===== src/rtl/ufc_pkg.sv =====
package ufc_pkg;

    typedef struct packed {
        logic       en;
        logic       dma;
        logic [1:0] trig;
    } ufc_cfg_t;

    localparam logic [4:0] TRIG_A = 5'd1;
    localparam logic [4:0] TRIG_B = 5'd4;
    localparam logic [4:0] TRIG_C = 5'd8;
    localparam logic [4:0] TRIG_D = 5'd14;

    // non-linear threshold code
    function automatic logic [4:0] ufc_trig_level(input logic [1:0] code);
        logic [4:0] lvl;
        case (code)
            2'b00:   lvl = TRIG_A;
            2'b01:   lvl = TRIG_B;
            2'b10:   lvl = TRIG_C;
            default: lvl = TRIG_D;
        endcase
        return lvl;
    endfunction

endpackage


===== src/rtl/ufc_cfg_reg.sv =====
module ufc_cfg_reg
    import ufc_pkg::*;
(
    input  logic       clk,
    input  logic       rst_n,
    input  logic       we,
    input  logic [7:0] wdata,
    output ufc_cfg_t   cfg,
    output logic       rx_clr,
    output logic       tx_clr
);

    ufc_cfg_t cfg_d, cfg_q;
    logic     unused_rsvd;

    assign unused_rsvd = ^wdata[5:4];

    always_comb begin
        cfg_d  = cfg_q;
        rx_clr = 1'b0;
        tx_clr = 1'b0;
        if (we) begin
            cfg_d.en = wdata[0];
            if (wdata[0] != cfg_q.en) begin
                rx_clr = 1'b1;
                tx_clr = 1'b1;
            end
            if (wdata[0]) begin
                cfg_d.dma  = wdata[3];
                cfg_d.trig = wdata[7:6];
                if (wdata[1]) rx_clr = 1'b1;
                if (wdata[2]) tx_clr = 1'b1;
            end
        end
    end

    always_ff @(posedge clk or negedge rst_n) begin
        if (!rst_n) cfg_q <= '0;
        else        cfg_q <= cfg_d;
    end

    assign cfg = cfg_q;

endmodule


===== src/rtl/ufc_byte_fifo.sv =====
module ufc_byte_fifo #(
    parameter int DEPTH = 16,
    parameter int WIDTH = 8
) (
    input  logic                       clk,
    input  logic                       rst_n,
    input  logic                       clr,
    input  logic                       cap_one,
    input  logic                       push,
    input  logic [WIDTH-1:0]           din,
    input  logic                       pop,
    output logic [WIDTH-1:0]           dout,
    output logic [$clog2(DEPTH+1)-1:0] level
);

    localparam int PTR_W = (DEPTH > 1) ? $clog2(DEPTH) : 1;
    localparam int CNT_W = $clog2(DEPTH + 1);

    typedef struct packed {
        logic [PTR_W-1:0] wp;
        logic [PTR_W-1:0] rp;
        logic [CNT_W-1:0] cnt;
    } st_t;

    st_t              st_d, st_q;
    logic [WIDTH-1:0] mem [DEPTH];
    logic [CNT_W-1:0] limit;
    logic             push_ok;
    logic             pop_ok;

    function automatic logic [PTR_W-1:0] adv(input logic [PTR_W-1:0] p);
        return (p == PTR_W'(DEPTH - 1)) ? '0 : p + PTR_W'(1);
    endfunction

    assign limit = cap_one ? CNT_W'(1) : CNT_W'(DEPTH);

    always_comb begin
        st_d    = st_q;
        push_ok = push && (st_q.cnt < limit);
        pop_ok  = pop && (st_q.cnt != '0);
        if (clr) begin
            st_d    = '0;
            push_ok = 1'b0;
            pop_ok  = 1'b0;
        end else begin
            if (push_ok) st_d.wp = adv(st_q.wp);
            if (pop_ok)  st_d.rp = adv(st_q.rp);
            st_d.cnt = st_q.cnt + CNT_W'(push_ok) - CNT_W'(pop_ok);
        end
    end

    always_ff @(posedge clk or negedge rst_n) begin
        if (!rst_n) st_q <= '0;
        else        st_q <= st_d;
    end

    always_ff @(posedge clk) begin
        if (push_ok) mem[st_q.wp] <= din;
    end

    assign dout  = mem[st_q.rp];
    assign level = st_q.cnt;

endmodule


===== src/rtl/uart_fifo_ctl.sv =====
module uart_fifo_ctl
    import ufc_pkg::*;
#(
    parameter int DEPTH = 16,
    parameter int WIDTH = 8,
    localparam int CNT_W = $clog2(DEPTH + 1)
) (
    input  logic             clk,
    input  logic             rst_n,
    input  logic             cfg_we,
    input  logic [7:0]       cfg_wdata,
    input  logic             rx_push,
    input  logic [WIDTH-1:0] rx_push_data,
    input  logic             host_rd,
    output logic [WIDTH-1:0] host_rdata,
    input  logic             host_wr,
    input  logic [WIDTH-1:0] host_wdata,
    input  logic             tx_pop,
    output logic [WIDTH-1:0] tx_pop_data,
    output logic [CNT_W-1:0] rx_level,
    output logic [CNT_W-1:0] tx_level,
    output logic             rx_irq,
    output logic             rxrdy_n,
    output logic             txrdy_n
);

    ufc_cfg_t         cfg;
    logic             rx_clr, tx_clr;
    logic             fifo_en, dma_on;
    logic [CNT_W-1:0] rx_thr, tx_cap;
    logic             rx_hit;

    ufc_cfg_reg i_cfg (
        .clk    (clk),
        .rst_n  (rst_n),
        .we     (cfg_we),
        .wdata  (cfg_wdata),
        .cfg    (cfg),
        .rx_clr (rx_clr),
        .tx_clr (tx_clr)
    );

    ufc_byte_fifo #(.DEPTH(DEPTH), .WIDTH(WIDTH)) i_rxq (
        .clk     (clk),
        .rst_n   (rst_n),
        .clr     (rx_clr),
        .cap_one (!fifo_en),
        .push    (rx_push),
        .din     (rx_push_data),
        .pop     (host_rd),
        .dout    (host_rdata),
        .level   (rx_level)
    );

    ufc_byte_fifo #(.DEPTH(DEPTH), .WIDTH(WIDTH)) i_txq (
        .clk     (clk),
        .rst_n   (rst_n),
        .clr     (tx_clr),
        .cap_one (!fifo_en),
        .push    (host_wr),
        .din     (host_wdata),
        .pop     (tx_pop),
        .dout    (tx_pop_data),
        .level   (tx_level)
    );

    assign fifo_en = cfg.en;
    assign dma_on  = cfg.en & cfg.dma;
    assign rx_thr  = fifo_en ? CNT_W'(ufc_trig_level(cfg.trig)) : CNT_W'(1);
    assign tx_cap  = fifo_en ? CNT_W'(DEPTH) : CNT_W'(1);
    assign rx_hit  = (rx_level >= rx_thr);

    assign rx_irq  = rx_hit;
    assign rxrdy_n = dma_on ? !rx_hit : (rx_level == '0);
    assign txrdy_n = dma_on ? !(tx_level < tx_cap) : (tx_level != '0);

endmodule


===== config.mk =====
export PLATFORM = sky130hd
export DESIGN_NAME = uart_fifo_ctl
export DESIGN_NICKNAME = d
export VERILOG_FILES = /design/src/rtl/ufc_pkg.sv /design/src/rtl/ufc_cfg_reg.sv /design/src/rtl/ufc_byte_fifo.sv /design/src/rtl/uart_fifo_ctl.sv
export SDC_FILE = /design/constraint.sdc
export NUM_CORES = 1
export LEC_CHECK = 0
export BUFFER_PORTS_ARGS = -buffer_cell sky130_fd_sc_hd__buf_2
export CORE_MARGIN = 2
export CORE_UTILIZATION = 55
export CTS_CLUSTER_SIZE = 28
export DETAILED_ROUTE_END_ITERATION = 6
export PLACE_DENSITY = 0.76
export SYNTH_ARGS = -nofsm -noshare
export SYNTH_HDL_FRONTEND = slang
export SYNTH_HIERARCHICAL = 1
export SYNTH_SLANG_ARGS = --single-unit

===== constraint.sdc =====
create_clock -name clk -period 2.75 [get_ports clk]
set_input_delay 0.1375 -clock clk [delete_from_list [all_inputs] [get_ports clk]]
set_output_delay 0.1375 -clock clk [all_outputs]
set_load 0.01 [all_outputs]

==> impl_metrics.csv <==
group,metric,value,unit
power,finalPower,0.0129,W
power,irDropWorstVdd,0.581,mV
logic_synthesis,yosysTopAreaCell,"edfxtp_1",
die,ioPinCount,60,
die,row_count,54,
sta,setup_ws,40.8,ps
logic_synthesis,yosysTopAreaCellShare,62.4,%
routing,wire_per_inst,22.4,µm
final_layout,nets,912,
logic_synthesis,synth_nets,776,
logic_synthesis,synthDistinctLibCells,58,
final_layout,n_fill_cell,1441,
place,dp_slack,-171,ps
cts,htree_levels,1,
routing,first_pass_iters,5,
setup_path,rrSetupSlack,40,ps
hold_path,worstHoldStart,"host_wdata[4]",
setup_path,r2r-end,"i_rxq/level[4]",
power,leakage,5.14,nW
place,port_buffers,57,
routing,num_vias,6822,
logic_synthesis,yosys_register_bits,286,
final_layout,final_util,66.0,%
sta,max_slew_margin,44.2,%
setup_path,crit_path_end_kind,"flop",
logic_synthesis,yosysMostFrequentCell,"edfxtp_1",
sta,tightest_slew,837,ps
sta,fmaxAchievable,369,MHz
setup_path,critical_path_class,"flop to flop",
cts,cts_root_buf,"clkbuf_16",
die,die_w,154,µm
die,die_h,154,µm
logic_synthesis,synthTopCellsByCount,"256 x edfxtp_1, 53 x mux4_2, 42 x nor2_1",
routing,viasPerCell,5.95,
cts,cts_buffers,28,
setup_path,r2r_cells,12,
routing,met1_length,10200,µm
place,gp_congestion,0.769,
sta,finalSetupViolCount,0,
final_layout,insertedDiodeCount,0,
setup_path,cp-start-kind,"flop",
logic_synthesis,synth_area_leaders,"edfxtp_1 62%, mux4_2 9.7%, dfrtp_1 6.1%",
hold_path,hold_class,"input pin to flop",
grt,grt_pass1_wl,39800,µm
sta,rsz0062_at_grt,"yes",
die,start_util,56.3,%
setup_path,startpoint,"i_rxq/level[2]",
sta,tns,0,ps
sta,skew,8.84,ps
routing,met3_length,1690,µm
status,status,"finished, final reports clean",
grt,grt_antenna_before_repair,0,
die,fp.dieArea,23600,µm²
logic_synthesis,synthArstFlopShare,10.5,%
sta,fin_crit,2710,ps
grt,grt_pass1_vias,7118,
logic_synthesis,netlist_instances,710,
setup_path,cp.required,3200,ps
hold_path,whs_path_depth,1,
cts,cts_max_path_buffers,3,
logic_synthesis,ys_seq_area_share,68.5,%
power,power_density,895,nW/µm²
setup_path,crit_path_max_fanout,4,
logic_synthesis,avgSynthCellArea,17.3,µm²
setup_path,cp.arrival,3160,ps
cts,clk_pin_slew_worst_paths,60,ps
logic_synthesis,ys.flop_type,"edfxtp_1",
grt,grt_max_degree,38,
logic_synthesis,syn_area,12300,µm²
grt,overflow,0,
final_layout,seqCellArea,8450,µm²
setup_path,r2r_start,"i_rxq/level[2]",
final_layout,drive_gt1_share,32.6,%
routing,drtAntennaViolNets,0,
routing,drc_errors,0,
routing,wl,25700,µm
final_layout,areaGrowthSynthToFinish,17.4,%
cts,cts_tree,"built",
sta,finalMaxSlewViolations,0,
sta,fin_hold_ws,21.2,ps
final_layout,multi_input_area,3520,µm²
logic_synthesis,yosysWarnings,6,
sta,fin_crit_sh,98.5,%
grt,gr-usage-all-layers,21.9,%
logic_synthesis,synth_edf_count,256,
place,hpwl,16300,µm
routing,top_layer,"met4",
die,core_region_area,21900,µm²
routing,dr_wl_met2,13100,µm
routing,first_iter_violations,565,
hold_path,hold_end,"i_txq/mem[8][4]",
run,maxCapViolCount,0,
cts,clock-sinks,286,
sta,final_hold_viol_count,0,
cts,clk_latency,540,ps
-- flip-flops by register name, summed over array words and instances, names as in the netlist --
signal       count
i_rxq/level      5
i_cfg/cfg        4
i_txq/level      5
i_rxq/mem      128
i_txq/mem      128
i_txq/st_q       8
i_rxq/st_q       8
-- worst max-delay path, stage by stage (launching register included) --
cell      delay (ps)
dfrtp_1          400
inv_2            100
ha_4             130
or4b_4           460
and2_4           170
ha_4             250
inv_2             40
ha_4             160
fa_2             350
nor2b_4          140
o21bai_1         170
a21oi_1           90
nor3b_1          170
-- final cells by class --
class | instances | area share (%)
flip-flops and latches | 286 | 58.4
multi-input cells | 344 | 24.4
repair buffers | 147 | 7.33
clock buffers | 34 | 5.29
well taps | 280 | 2.42
clock inverters | 16 | 1.12
inverters | 39 | 1.01
-- stage by stage --
stage | cell area [µm²] | std cells
2_1_floorplan | 12300 | 710
3_3_place_gp | 13100 | 1061
3_5_place_dp | 13100 | 1061
4_1_cts | 14300 | 1134
5_1_grt | 14500 | 1146
6_report | 14500 | 1146
-- worst max-delay path by stage --
stage | endpoint | depth (start not counted) | slack [ps]
after CTS | i_rxq/level[4] | 12 | -20
after floorplan | i_rxq/level[4] | 13 | -40
after global routing | i_rxq/level[4] | 12 | -90
after global placement | i_rxq/level[4] | 14 | 9
after detailed placement | i_rxq/level[4] | 12 | -170
final | i_rxq/level[4] | 12 | 40
-- placed cells by master (no fill, tap or decap), types with 3 or more instances in the layout --
cell and instances:
a21oi_1 11, a221o_1 8, a22oi_1 16, a31oi_1 4
buf_12 4, buf_2 57, buf_4 67, bufinv_16 3
clkbuf_1 3, clkbuf_16 29, clkinv_1 4, clkinv_2 5
clkinvlp_4 3, dfrtp_1 26, dlygate4sd3_1 18, edfxtp_1 256
ha_1 29, ha_4 3, inv_1 31, inv_2 8
mux2_2 6, mux2_4 13, mux2i_1 5, mux4_1 3
mux4_2 53, nand2_1 24, nand2_2 3, nand2b_1 4
nand3_1 7, nor2_1 42, nor2b_1 20, nor3_1 14
o211ai_1 6, o21ai_0 5, o21ai_1 12, o21bai_1 4
o221ai_2 8, xor2_1 6
-- layer usage --
metal | vias up | GRT usage, %
li1 | 3043 | -
met1 | 3457 | 29.1
met2 | 273 | 37.8
met3 | 49 | 3.21
met4 | 0 | 6.95
met5 | - | 0
-- kinds of logic (layout without fill, tap and decap cells) --
family | Yosys count | count (layout) | share of synthesized area, %
xor gates and xnor gates | 7 | 7 | 0.498
buffers and inverters | 80 | 236 | 3.44
and+or+nand+nor | 130 | 130 | 5.20
muxes | 82 | 82 | 13.1
AOI/OAI and AO/OA | 90 | 90 | 5.61
adders and majority gates | 35 | 35 | 3.68
DFF | 286 | 286 | 68.5
-- report_power, final --
group	switching (W)	internal (W)	total [W]
logic	0.00200	0.00194	0.00393
clock network	0.00155	0.00225	0.00380
registers	0.000218	0.00498	0.00520
-- timing repair --
item                       in CTS  in global routing
cloned                          0                  0
pin swaps                       8                  6
setup buffers                   5                 12
hold endpoints to repair      176                  0
hold buffers                   18                  0
setup endpoints to repair      10                 11
gates resized for setup        18                  7
Note: power is estimated with default switching activity, not from simulation.
